$ cat src/rtl/dsc_pkg.sv
package dsc_pkg;
  typedef enum logic [1:0] {
    PH_ZERO  = 2'd0,
    PH_INTEG = 2'd1,
    PH_REF   = 2'd2
  } phase_e;
endpackage

$ cat src/rtl/dsc_prescale.sv
module dsc_prescale #(
  parameter int DIV = 4
) (
  input  logic clk,
  input  logic rst,
  output logic tick
);
  localparam int DW = (DIV > 1) ? $clog2(DIV) : 1;

  logic [DW-1:0] cnt;

  assign tick = (cnt == DW'(DIV - 1));

  always_ff @(posedge clk) begin
    if (rst || tick) cnt <= '0;
    else             cnt <= cnt + 1'b1;
  end

  // ticks are never adjacent when the divide ratio exceeds one
  generate
    if (DIV > 1) begin : g_spacing
      p_tick_spacing_r1: assert property (@(posedge clk) disable iff (rst)
        tick |=> !tick);
    end
  endgenerate
endmodule

$ cat src/rtl/dsc_bcd_counter.sv
module dsc_bcd_counter #(
  parameter int DIGITS = 4
) (
  input  logic                  clk,
  input  logic                  rst,
  input  logic                  clr,
  input  logic                  inc,
  output logic [4*DIGITS-1:0]   value
);
  logic [DIGITS:0] carry;

  assign carry[0] = inc;

  generate
    for (genvar d = 0; d < DIGITS; d++) begin : g_dig
      logic [3:0] dig;
      assign value[4*d +: 4] = dig;
      assign carry[d+1]      = carry[d] && (dig == 4'd9);

      always_ff @(posedge clk) begin
        if (rst || clr)     dig <= 4'd0;
        else if (carry[d])  dig <= (dig == 4'd9) ? 4'd0 : dig + 4'd1;
      end

      // every decade stays a legal BCD digit
      p_digit_range_r8: assert property (@(posedge clk) disable iff (rst)
        dig <= 4'd9);
    end
  endgenerate
endmodule

$ cat src/rtl/dsc_sequencer.sv
module dsc_sequencer
  import dsc_pkg::*;
#(
  parameter int DIGITS    = 4,
  parameter int INT_CNT   = 1000,
  parameter int REF_MAX   = 2000,
  parameter int CYCLE_CNT = 4000
) (
  input  logic                clk,
  input  logic                rst,
  input  logic                tick,
  input  logic                cmp_zero,
  input  logic                sign_neg,
  input  logic                rd_ready,
  input  logic [4*DIGITS-1:0] count,
  output logic                cnt_clr,
  output logic                cnt_inc,
  output phase_e              phase,
  output logic                ref_neg,
  output logic                rd_valid,
  output logic [4*DIGITS-1:0] rd_bcd,
  output logic                rd_neg,
  output logic                rd_over
);
  localparam int CW = $clog2(CYCLE_CNT);

  function automatic logic [4*DIGITS-1:0] to_bcd(input int v);
    logic [4*DIGITS-1:0] r;
    int t;
    r = '0;
    t = v;
    for (int i = 0; i < DIGITS; i++) begin
      r[4*i +: 4] = 4'(t % 10);
      t = t / 10;
    end
    return r;
  endfunction

  localparam logic [4*DIGITS-1:0] FULL_BCD = to_bcd(REF_MAX - 1);

  logic [CW-1:0] cyc;
  logic          hit_zero;
  logic          hit_full;
  logic          done;

  assign hit_zero = tick && (phase == PH_REF) && cmp_zero;
  assign hit_full = tick && (phase == PH_REF) && !cmp_zero && (count == FULL_BCD);
  assign done     = hit_zero || hit_full;
  assign cnt_inc  = tick && (phase == PH_REF) && !done;
  assign cnt_clr  = tick && (phase == PH_INTEG) && (cyc == CW'(INT_CNT - 1));

  always_ff @(posedge clk) begin
    if (rst) begin
      phase   <= PH_ZERO;
      cyc     <= '0;
      ref_neg <= 1'b0;
    end else if (tick) begin
      unique case (phase)
        PH_ZERO: begin
          if (cyc == CW'(CYCLE_CNT - 1)) begin
            cyc   <= '0;
            phase <= PH_INTEG;
          end else begin
            cyc <= cyc + 1'b1;
          end
        end
        PH_INTEG: begin
          cyc <= cyc + 1'b1;
          if (cyc == CW'(INT_CNT - 1)) begin
            phase   <= PH_REF;
            ref_neg <= sign_neg;
          end
        end
        PH_REF: begin
          cyc <= cyc + 1'b1;
          if (done) phase <= PH_ZERO;
        end
        default: phase <= PH_ZERO;
      endcase
    end
  end

  always_ff @(posedge clk) begin
    if (rst) begin
      rd_valid <= 1'b0;
      rd_bcd   <= '0;
      rd_neg   <= 1'b0;
      rd_over  <= 1'b0;
    end else if (done) begin
      rd_valid <= 1'b1;
      rd_bcd   <= count;
      rd_neg   <= ref_neg;
      rd_over  <= hit_full;
    end else if (rd_ready) begin
      rd_valid <= 1'b0;
    end
  end

  // the reference phase is only ever entered from integration
  p_order_r2: assert property (@(posedge clk) disable iff (rst)
    (phase == PH_REF) && $past(phase) != PH_REF |-> $past(phase) == PH_INTEG);
  // reference polarity is steady across the reference phase
  p_pol_stable_r5: assert property (@(posedge clk) disable iff (rst)
    (phase == PH_REF) && $past(phase) == PH_REF |-> $stable(ref_neg));
  // an unacknowledged result is held
  p_valid_hold_r9: assert property (@(posedge clk) disable iff (rst)
    rd_valid && !rd_ready && !done |=> rd_valid && $stable(rd_bcd));
  // the thousands digit of any latched reading is 0 or 1
  p_msd_r8: assert property (@(posedge clk) disable iff (rst)
    rd_valid |-> rd_bcd[4*DIGITS-1 -: 4] <= 4'd1);
endmodule

$ cat src/rtl/dual_slope_seq.sv
module dual_slope_seq
  import dsc_pkg::*;
#(
  parameter int DIV       = 4,
  parameter int DIGITS    = 4,
  parameter int INT_CNT   = 1000,
  parameter int REF_MAX   = 2000,
  parameter int CYCLE_CNT = 4000
) (
  input  logic                clk,
  input  logic                rst,
  input  logic                cmp_zero,
  input  logic                sign_neg,
  input  logic                rd_ready,
  output logic                ph_az,
  output logic                ph_int,
  output logic                ph_deint,
  output logic                ref_neg,
  output logic                rd_valid,
  output logic [4*DIGITS-1:0] rd_bcd,
  output logic                rd_neg,
  output logic                rd_over
);
  logic                tick;
  logic                cnt_clr;
  logic                cnt_inc;
  logic [4*DIGITS-1:0] count;
  phase_e              phase;

  dsc_prescale #(.DIV(DIV)) u_div (
    .clk  (clk),
    .rst  (rst),
    .tick (tick)
  );

  dsc_bcd_counter #(.DIGITS(DIGITS)) u_cnt (
    .clk   (clk),
    .rst   (rst),
    .clr   (cnt_clr),
    .inc   (cnt_inc),
    .value (count)
  );

  dsc_sequencer #(
    .DIGITS    (DIGITS),
    .INT_CNT   (INT_CNT),
    .REF_MAX   (REF_MAX),
    .CYCLE_CNT (CYCLE_CNT)
  ) u_seq (
    .clk      (clk),
    .rst      (rst),
    .tick     (tick),
    .cmp_zero (cmp_zero),
    .sign_neg (sign_neg),
    .rd_ready (rd_ready),
    .count    (count),
    .cnt_clr  (cnt_clr),
    .cnt_inc  (cnt_inc),
    .phase    (phase),
    .ref_neg  (ref_neg),
    .rd_valid (rd_valid),
    .rd_bcd   (rd_bcd),
    .rd_neg   (rd_neg),
    .rd_over  (rd_over)
  );

  assign ph_az    = (phase == PH_ZERO);
  assign ph_int   = (phase == PH_INTEG);
  assign ph_deint = (phase == PH_REF);

  // switch enables are one-hot
  p_onehot_r2: assert property (@(posedge clk) disable iff (rst)
    $countones({ph_az, ph_int, ph_deint}) == 1);
endmodule

$ cat config.mk
export PLATFORM = sky130hd
export DESIGN_NAME = dual_slope_seq
export DESIGN_NICKNAME = d
export VERILOG_FILES = /design/src/rtl/dsc_pkg.sv /design/src/rtl/dsc_prescale.sv /design/src/rtl/dsc_bcd_counter.sv /design/src/rtl/dsc_sequencer.sv /design/src/rtl/dual_slope_seq.sv
export SDC_FILE = /design/constraint.sdc
export NUM_CORES = 1
export LEC_CHECK = 0
export ABC_AREA = 1
export ABC_CLOCK_PERIOD_IN_PS = 2100
export CORE_MARGIN = 5
export CORE_UTILIZATION = 31
export DETAILED_ROUTE_END_ITERATION = 8
export DONT_BUFFER_PORTS = 1
export HOLD_SLACK_MARGIN = 0.08
export SYNTH_ARGS = -nofsm -noshare
export SYNTH_HDL_FRONTEND = slang
export SYNTH_SLANG_ARGS = --single-unit
export TNS_END_PERCENT = 5
$ cat constraint.sdc
create_clock -name clk -period 2.1 [get_ports clk]
set_clock_uncertainty 0.15 [all_clocks]
set_input_delay 0.42 -clock clk [delete_from_list [all_inputs] [get_ports clk]]
set_output_delay 0.42 -clock clk [all_outputs]
set_load 0.005 [all_outputs]
==> reports/metrics.csv, run 1 <==
metric,value,unit
outcome,"finished, final reports clean",
pin_count,28,
drc,0,
power_switching,0.4139,mW
grt_max_degree,19,
drv_slew,0,
port_buffers,0,
diodes,0,
antenna_found_initial,0,
rrSetupSlack,0.19,ns
die_width,99.74,um
drive_above_1_share,15.88,%
grt_pass1_wl,9142,um
clk_transition_reported_paths,0.12,ns
drt-pass1-iter-count,4,
relSlewSlack,71.30,%
die_h,99.74,um
clock_sinks,52,
syn_area,0.002496,mm^2
dp_cells,433,
wl,5257,um
finalHoldViolCount,0,
netlist_instances,331,
clkLatencyLatePin,0.32,ns
cp_max_fo,18,
endpoint_kind,register,
rows,32,
grt_usage,11.32,%
dp_hpwl,3918,um
wl_per_cell,11.89,um
arrival,2.03,ns
power.leakage,1.010,nW
p_comb_share,3.4,%
finalNetCount,350,
ys_seq_area_share,41.70,%
finish.utilization,35.31,%
die_area,0.009947,mm^2
area_growth,9.875,%
ir_drop,0.2964,mV
fill_cells,831,
maxCapViolCount,0,
finalSetupViolCount,0,
required,2.22,ns
syn_nets,342,
hold_class,in -> reg,
stdcell_count,442,
switching_share,24.71,%
tightest_slew,0.4305,ns
p_per_area,610.7,mW/mm^2
cts_tree,yes,
maxClockFrequency,524.4,MHz
critPathKind,reg -> reg,
grt_pass1_vias,2014,
cts_setup_buffers,0,
min_period,1.907,ns
grt-ovfl-total,0,
cts-buffers-inserted,5,
gp_congestion,0.8070,
clockBufferDepth,2,
clkPwrFrac,37.0,%
synthDistinctLibCells,28,
drt_iter0_markers,74,
hold_ws,0.1036,ns
antenna_left,0,
syn_area_per_cell,7.541,um^2
cts_root_buffer,clkbuf_8,
start_util,32.14,%
worst_setup_path_start_kind,register,
detail_route.vias_per_cell,4.715,
power.share.sequential,59.6,%
fin_crit_sh,90.81,%
h-tree-depth,2,
vias,2084,
yosys_warnings,0,
core_area,0.007767,mm^2
ys_ff_latch,52,
p_int,1.261,mW
-- stage by stage --
step	worst slack (ns)	TNS [ns]	total power [mW]	instance area (um^2)
3_3_place_gp	0.2384	0	1.073	2628
2_1_floorplan	0.4366	0	1.060	2496
4_1_cts	0.1506	0	1.696	2734
3_5_place_dp	0.1702	0	1.075	2628
5_1_grt	-0.0005669	-0.0005669	1.735	2743
6_report	0.1930	0	1.675	2743
-- cells in the mapped netlist --
| cell | number | area share, % |
|---|---|---|
| a21oi_1 | 24 | 4.8 |
| a21oi_2 | 12 | 4.2 |
| a31oi_1 | 1 | 0.25 |
| buf_2 | 1 | 0.20 |
| buf_6 | 1 | 0.45 |
| buf_8 | 2 | 1.2 |
| clkbuf_1 | 2 | 0.30 |
| dfxtp_1 | 52 | 42 |
| ha_1 | 6 | 3.0 |
| inv_1 | 33 | 5.0 |
| inv_2 | 11 | 1.7 |
| nand2_1 | 53 | 8.0 |
| nand2_2 | 2 | 0.50 |
| nand2_4 | 1 | 0.45 |
| nand3_1 | 15 | 3.0 |
| nand3_2 | 4 | 1.6 |
| nand4_1 | 7 | 1.8 |
| nor2_1 | 48 | 7.2 |
| nor2_2 | 4 | 1.0 |
| nor2_4 | 3 | 1.4 |
| nor3_1 | 5 | 1.0 |
| nor3b_1 | 1 | 0.30 |
| o21ai_0 | 14 | 2.8 |
| o21ai_1 | 16 | 3.2 |
| o21ai_2 | 2 | 0.70 |
| o31ai_4 | 1 | 0.85 |
| xnor2_1 | 2 | 0.70 |
| xor2_1 | 8 | 2.8 |
-- flip-flops by register name (all words and copies together) (netlist names) --
signal           flops
u_seq.rd_valid       1
u_seq.rd_over        1
u_seq.cyc           12
u_seq.rd_bcd        16
u_seq.ref_neg        1
u_seq.phase          2
u_cnt.g_dig.dig     16
u_div.cnt            2
u_seq.rd_neg         1
-- layer usage --
layer	part of all wire (%)	wire length [um]	vias to the layer above	global-route usage, %
met5	0	0	-	0
met4	1.6	86	0	4.307
met3	6.0	318	9	3.997
met2	49	2559	31	19.86
met1	44	2293	950	12.47
li1	-	-	1094	-
-- what timing repair did --
| item | 4_1_cts | 5_1_grt |
|---|---|---|
| gates resized for setup | 0 | 1 |
| hold endpoints to repair | 6 | 0 |
| setup endpoints to repair | 0 | 4 |
| hold buffers | 1 | 0 |
-- final cells by class --
| cell class | count | area (um^2) | area share, % |
|---|---|---|---|
| Clock buffer | 5 | 68.82 | 2.509 |
| Clock inverter | 3 | 27.53 | 1.004 |
| Tap cell | 102 | 127.6 | 4.653 |
| Inverter | 44 | 165.2 | 6.022 |
| Timing Repair Buffer | 7 | 67.56 | 2.464 |
| Multi-Input combinational cell | 229 | 1245 | 45.39 |
| Sequential cell | 52 | 1041 | 37.96 |
-- power by group through the flow --
stage	Combinational, mW	Sequential, mW	Clock, mW
floorplan	0.0400	1.02	0
global placement	0.0532	1.02	0
detailed placement	0.0543	1.02	0
CTS	0.0577	0.998	0.640
global route	0.0637	1.00	0.672
finish	0.0572	0.998	0.620
-- path summary, 6_finish.rpt --
kind / from / end / depth (start not counted)
max reg2reg: u_div.cnt[0]$_SDFF_PP0_ / u_seq.rd_bcd[5]$_SDFFE_PP0P_ / 10
min: sign_neg / u_seq.ref_neg$_SDFFE_PP0P_ / 2
max: u_div.cnt[0]$_SDFF_PP0_ / u_seq.rd_bcd[5]$_SDFFE_PP0P_ / 10
min reg2reg: u_div.cnt[0]$_SDFF_PP0_ / u_div.cnt[0]$_SDFF_PP0_ / 1
-- critical path: stages, from the launching register on --
cell     delay [ns]
dfxtp_1        0.35
ha_1           0.29
nand2_2        0.12
inv_2          0.07
nand2_1        0.05
nor2_1         0.11
nand3_2        0.17
nand2_8        0.19
buf_12         0.17
o21ai_1        0.08
a21oi_2        0.10
-- cell usage in the layout (no fill, tap or decap), types with 2 or more instances in the layout --
master / netlist / layout
nand2_1: 53 / 53
dfxtp_1: 52 / 52
nor2_1: 48 / 48
inv_1: 33 / 33
a21oi_1: 24 / 24
o21ai_1: 16 / 16
nand3_1: 15 / 15
o21ai_0: 14 / 14
a21oi_2: 12 / 12
inv_2: 11 / 11
xor2_1: 8 / 8
nand4_1: 7 / 7
ha_1: 6 / 6
nor3_1: 5 / 5
clkbuf_8: 0 / 5
buf_4: 0 / 5
nor2_2: 4 / 4
nand3_2: 4 / 4
nor2_4: 3 / 3
nand2_2: 2 / 2
xnor2_1: 2 / 2
o21ai_2: 2 / 2
-- cells by family (layout without fill, tap and decap cells) --
kind of cell / Yosys count / count (layout) / share of synthesized area (%)
and+or+nand+nor: 143 / 143 / 26.16
AOI/OAI and AO/OA: 70 / 70 / 16.84
DFF: 52 / 52 / 41.70
buffers and inverters: 50 / 59 / 8.772
xor gates and xnor gates: 10 / 10 / 3.509
adders and majority gates: 6 / 6 / 3.007
(Power assumes the default switching activity.)
==> run 2, diff against run 1 <==
Settings changed: CELL_PAD_IN_SITES_DETAIL_PLACEMENT from default to 2, CELL_PAD_IN_SITES_GLOBAL_PLACEMENT from default to 2, PLACE_DENSITY_LB_ADDON from default to 0.1.
==> run 2 against run 1 <==
  * Routed wire length increased by 25%
  * Final cell count unchanged
  * Worst setup slack improved by 0.017 ns
  * First-iteration DRC count decreased by 70%
  * Global-route usage increased by 2.6 points
  * Hold slack improved by 0.0072 ns
  * Core utilization increased by 0.081 points
  * Non-clock buffer count increased by 1
  * Clock power decreased by 9.8%
  * Sequential share of layout area decreased by 0.086 points
  * Cell area increased by 0.23%
  * Register-to-register slack improved by 0.02 ns
  * Largest cell class unchanged
==> reports/metrics.csv, run 2 (same netlist as run 1, synthesis figures left out) <==
metric,value,unit,change
outcome,"finished, final reports clean",,
maxCapViolCount,0,,unchanged
finalSetupViolCount,0,,unchanged
clk_transition_reported_paths,0.09,ns,-0.03 ns
cts_root_buffer,clkbuf_8,,
worst_setup_path_start_kind,register,,
drv_slew,0,,unchanged
grt_pass1_wl,10920,um,+19%
rows,32,,unchanged
clock_sinks,52,,unchanged
relSlewSlack,70.38,%,-0.92 points
die_width,99.74,um,unchanged
fin_crit_sh,89.99,%,-0.82 points
hold_path_depth,2,,unchanged
dp_cells,432,,-0.23%
antenna_found_initial,0,,unchanged
total_power,1.614,mW,-3.6%
hold_ws,0.1108,ns,+0.007226 ns
grtUsageMet2,24.78,%,+4.9 points
rsz0062_at_grt,no,,
die_h,99.74,um,unchanged
use_met3,4.348,%,+0.35 points
clkLatencyLatePin,0.31,ns,about the same
area_growth,10.13,%,
fill_cells,948,,+14%
grt_pass1_vias,2257,,+12%
vias,2143,,+2.8%
grtUsageMet1,15.32,%,+2.9 points
diodes,0,,unchanged
drt-pass1-iter-count,4,,unchanged
die_area,0.009947,mm^2,unchanged
start_util,32.14,%,unchanged
gp_congestion,0.7339,,-9.1%
tightest_slew,0.4438,ns,+0.01334 ns
endpoint_kind,register,,
wl,6585,um,+25%
drive_above_1_share,16.47,%,+0.59 points
stdcell_count,442,,unchanged
grt_usage,13.91,%,+2.6 points
cts-buffers-inserted,5,,unchanged
core_area,0.007767,mm^2,unchanged
pin_count,28,,unchanged
grt_max_degree,20,,+1
min_period,1.890,ns,-0.01724 ns
mostFrequentLayoutCells,"53 x nand2_1, 52 x dfxtp_1, 47 x nor2_1, 33 x inv_1, 24 x a21oi_1",,
rr_worst_depth,11,,+1
setup_tns,0,ns,unchanged
layout_commonest_cell,nand2_1,,
cts_tree,yes,,
grt_busiest_layer,met2,,
h-tree-depth,2,,unchanged
critPathKind,reg -> reg,,
drc,0,,unchanged
clockBufferDepth,2,,unchanged
hold_class,in -> reg,,
reg_top3,"u_cnt.g_dig.dig (16), u_seq.rd_bcd (16), u_seq.cyc (12)",,
power.leakage,1.010,nW,about the same
required,2.20,ns,-0.02 ns
finalNetCount,351,,+0.29%
arrival,1.99,ns,-0.04 ns
grt-ovfl-total,0,,unchanged
p_per_area,587.2,mW/mm^2,-3.8%
dp_hpwl,5048,um,+29%
port_buffers,0,,unchanged
drt_iter0_markers,22,,-70%
ir_drop,0.2039,mV,-31%
wl_per_cell,14.90,um,+25%
finalHoldViolCount,0,,unchanged
maxClockFrequency,529.2,MHz,+0.91%
antenna_left,0,,unchanged
cp_max_fo,19,,+1
detail_route.vias_per_cell,4.848,,+2.8%
## run 2: cell count changes in the layout (fill, tap and decap cells not counted), sizes merged
cell,delta
inv,-1
clkinvlp,-1
clkbuf,+1
buf,+1
## run 2: what timing repair did
| action | 4_1_cts | 5_1_grt |
|---|---|---|
| hold buffers | 1 | 0 |
| setup endpoints to repair | 0 | 26 |
| gates resized for setup | 0 | 5 |
| hold endpoints to repair | 6 | 0 |
| buffers inserted | 0 | 2 |
## run 2: final cells by class
class,instances,area [um^2],area share (%)
clock buffers,6,72.57,2.640
clock inverters,1,5.005,0.1821
inverters,44,165.2,6.008
multi-input cells,229,1262,45.93
flip-flops and latches,52,1041,37.87
well taps,102,127.6,4.643
repair buffers,8,75.07,2.731
## run 2: routing by layer
metal  share of wire (%)  vias to the layer above
met5                   0                        -
met4                 1.6                        0
met3                 4.6                        8
met2                  50                       24
met1                  43                     1025
li1                    -                     1086
## run 2: through the flow
| stage | area (um^2) | util [%] | worst slack [ns] |
|---|---|---|---|
| after floorplan | 2496 | - | 0.4366 |
| after global placement | 2620 | 33.73 | 0.1058 |
| after detailed placement | 2620 | 33.73 | 0.07321 |
| after CTS | 2708 | 34.86 | 0.04013 |
| after global routing | 2749 | 35.39 | 0.01059 |
| final | 2749 | 35.39 | 0.2102 |
## run 2: worst paths after layout
kind | startpoint | to | slack [ns]
max | u_seq.phase[0]$_SDFFE_PP0P_ | u_seq.rd_bcd[8]$_SDFFE_PP0P_ | 0.21
min | sign_neg | u_seq.ref_neg$_SDFFE_PP0P_ | 0.11
max reg2reg | u_seq.phase[0]$_SDFFE_PP0P_ | u_seq.rd_bcd[8]$_SDFFE_PP0P_ | 0.21
min reg2reg | u_div.cnt[0]$_SDFF_PP0_ | u_div.cnt[0]$_SDFF_PP0_ | 0.28
## run 2: power by group
group	internal [mW]	switching, mW
registers	0.993	0.00457
logic	0.0201	0.0375
clock network	0.228	0.331
total	1.24	0.373
## run 2: critical path, cell delays in order (launching register included)
cell and delay [ns]:
dfxtp_1 0.36, inv_1 0.13, ha_4 0.17, nand2_2 0.08
inv_2 0.06, nand2_1 0.06, nor2_1 0.12, nand3_2 0.18
nand2_8 0.16, buf_12 0.17, o21ai_1 0.08, a21oi_2 0.10
==> run 3, diff against run 2 <==
Settings changed: HOLD_SLACK_MARGIN 0.08 to 0.15.
==> run 3 against run 2 <==
  * Via count rose by 0.79%
  * Maximum frequency down 3.9%
  * Routed wire length is 0.24% higher
  * Critical path depth fell by 3
  * Largest power group unchanged
  * Highest routed layer unchanged
==> reports/metrics.csv, run 3 (same netlist as run 1, synthesis figures left out) <==
metric,value,unit,change
fill_cells,947,,-0.11%
tightest_slew,0.5843,ns,+0.1405 ns
wl,6601,um,+0.24%
cts_root_buffer,clkbuf_8,,
required,2.21,ns,about the same
dp_slack,0.07321,ns,unchanged
die_h,99.74,um,unchanged
clockBufferDepth,2,,unchanged
cts_tree,yes,,
maxClockFrequency,508.3,MHz,-3.9%
relSlewSlack,60.90,%,-9.5 points
core_area,0.007767,mm^2,unchanged
finalNetCount,352,,+0.28%
grt_pass1_wl,10960,um,+0.38%
detail_route.vias_per_cell,4.876,,+0.57%
grt_usage,13.97,%,+0.058 points
clock_sinks,52,,unchanged
arrival,2.08,ns,+0.09 ns
finish.utilization,35.63,%,+0.24 points
grt_pass1_vias,2263,,+0.27%
rows,32,,unchanged
mostFrequentLayoutCells,"53 x nand2_1, 51 x dfxtp_1, 47 x nor2_1, 33 x inv_1, 24 x a21oi_1",,
endpoint_kind,register,,
min_period,1.967,ns,+0.07755 ns
register_area,0.001042,mm^2,+0.12%
finalSetupViolCount,0,,unchanged
vias,2160,,+0.79%
setup_slack,0.1327,ns,-0.07755 ns
maxCapViolCount,0,,unchanged
port_buffers,0,,unchanged
p_per_area,583.2,mW/mm^2,-0.68%
drv_slew,0,,unchanged
rrSetupSlack,0.13,ns,-0.08 ns
diodes,0,,unchanged
area_growth,10.88,%,
finalHoldViolCount,0,,unchanged
hold_class,in -> reg,,
ir_drop,0.2037,mV,-0.11%
drive_above_1_share,17.30,%,+0.83 points
dp_hpwl,5048,um,unchanged
reg_top3,"u_cnt.g_dig.dig (16), u_seq.rd_bcd (16), u_seq.cyc (12)",,
stdcell_count,443,,+0.23%
clk_transition_reported_paths,0.09,ns,about the same
die_width,99.74,um,unchanged
clkLatencyLatePin,0.31,ns,about the same
antenna_found_initial,0,,unchanged
antenna_left,0,,unchanged
pin_count,28,,unchanged
worst_setup_path_start_kind,register,,
layout_commonest_cell,nand2_1,,
outcome,"finished, final reports clean",,
power.leakage,1.014,nW,+0.41%
drt_iter0_markers,23,,+4.5%
grt-ovfl-total,0,,unchanged
die_area,0.009947,mm^2,unchanged
wl_per_cell,14.90,um,about the same
gp_congestion,0.7339,,unchanged
multi_input_area,0.001270,mm^2,+0.59%
drt-pass1-iter-count,4,,unchanged
cts-buffers-inserted,5,,unchanged
h-tree-depth,2,,unchanged
start_util,32.14,%,unchanged
grt_max_degree,20,,unchanged
dp_cells,432,,unchanged
critPathKind,reg -> reg,,
fin_crit_sh,93.68,%,+3.7 points
cp_max_fo,4,,-15
drc,0,,unchanged
==> run 3: final cells by class <==
| class | instances | share of cell area [%] |
|---|---|---|
| Inverter | 44 | 5.967 |
| Sequential cell | 52 | 37.66 |
| Multi-Input combinational cell | 229 | 45.89 |
| Clock inverter | 1 | 0.1808 |
| Clock buffer | 6 | 2.622 |
| Tap cell | 102 | 4.611 |
| Timing Repair Buffer | 9 | 3.074 |
==> run 3: final timing paths <==
| check | start | endpoint | depth (start not counted) |
|---|---|---|---|
| worst min-delay path | rd_ready | u_seq.rd_valid$_SDFFE_PP0P_ | 3 |
| worst min register to register | u_div.cnt[0]$_SDFF_PP0_ | u_div.cnt[0]$_SDFF_PP0_ | 1 |
| worst max register to register | u_seq.cyc[1]$_SDFFE_PP0P_ | u_seq.ref_neg$_SDFFE_PP0P_ | 8 |
| worst max-delay path | u_seq.cyc[1]$_SDFFE_PP0P_ | u_seq.ref_neg$_SDFFE_PP0P_ | 8 |
==> run 3: critical path, cell delays in order, from the launching register on <==
cell and delay [ns]:
dfxtp_1 0.37, ha_2 0.22, inv_1 0.05, nor2_1 0.13, nand3_2 0.12, nor2_2 0.12
nand2_1 0.07, a21oi_1 0.14, dlygate4sd3_1 0.55
==> run 3: where the power goes <==
group          leakage [nW]  total (mW)  switching, mW  internal, mW
sequential            0.420       0.998        0.00481         0.993
combinational         0.553      0.0575         0.0375        0.0200
clock                0.0410       0.558          0.331         0.228
total                  1.01        1.61          0.373          1.24
==> run 3: what timing repair did <==
action,CTS,global route
hold buffers,2,0
resized for setup,0,9
buffers inserted,0,2
endpoints found under the setup margin,0,27
endpoints found under the hold margin,6,0
==> run 3: per-layer routing <==
layer / wire (um) / vias up / share of wire (%) / GRT usage [%]
li1: - / 1093 / - / -
met1: 2849 / 1034 / 43 / 15.36
met2: 3342 / 22 / 51 / 24.94
met3: 311 / 11 / 4.7 / 4.348
met4: 98 / 0 / 1.5 / 5.357
met5: 0 / - / 0 / 0
==> run 3: per-stage QoR <==
step / power [mW] / area (um^2) / TNS, ns / hold slack, ns
global placement: 1.073 / 2620 / 0 / 0.2600
detailed placement: 1.077 / 2620 / 0 / 0.2669
floorplan: 1.060 / 2496 / 0 / 0.2543
CTS: 1.664 / 2718 / 0 / 0.1658
global route: 1.710 / 2768 / -0.005111 / 0.1846
finish: 1.614 / 2768 / 0 / 0.1751
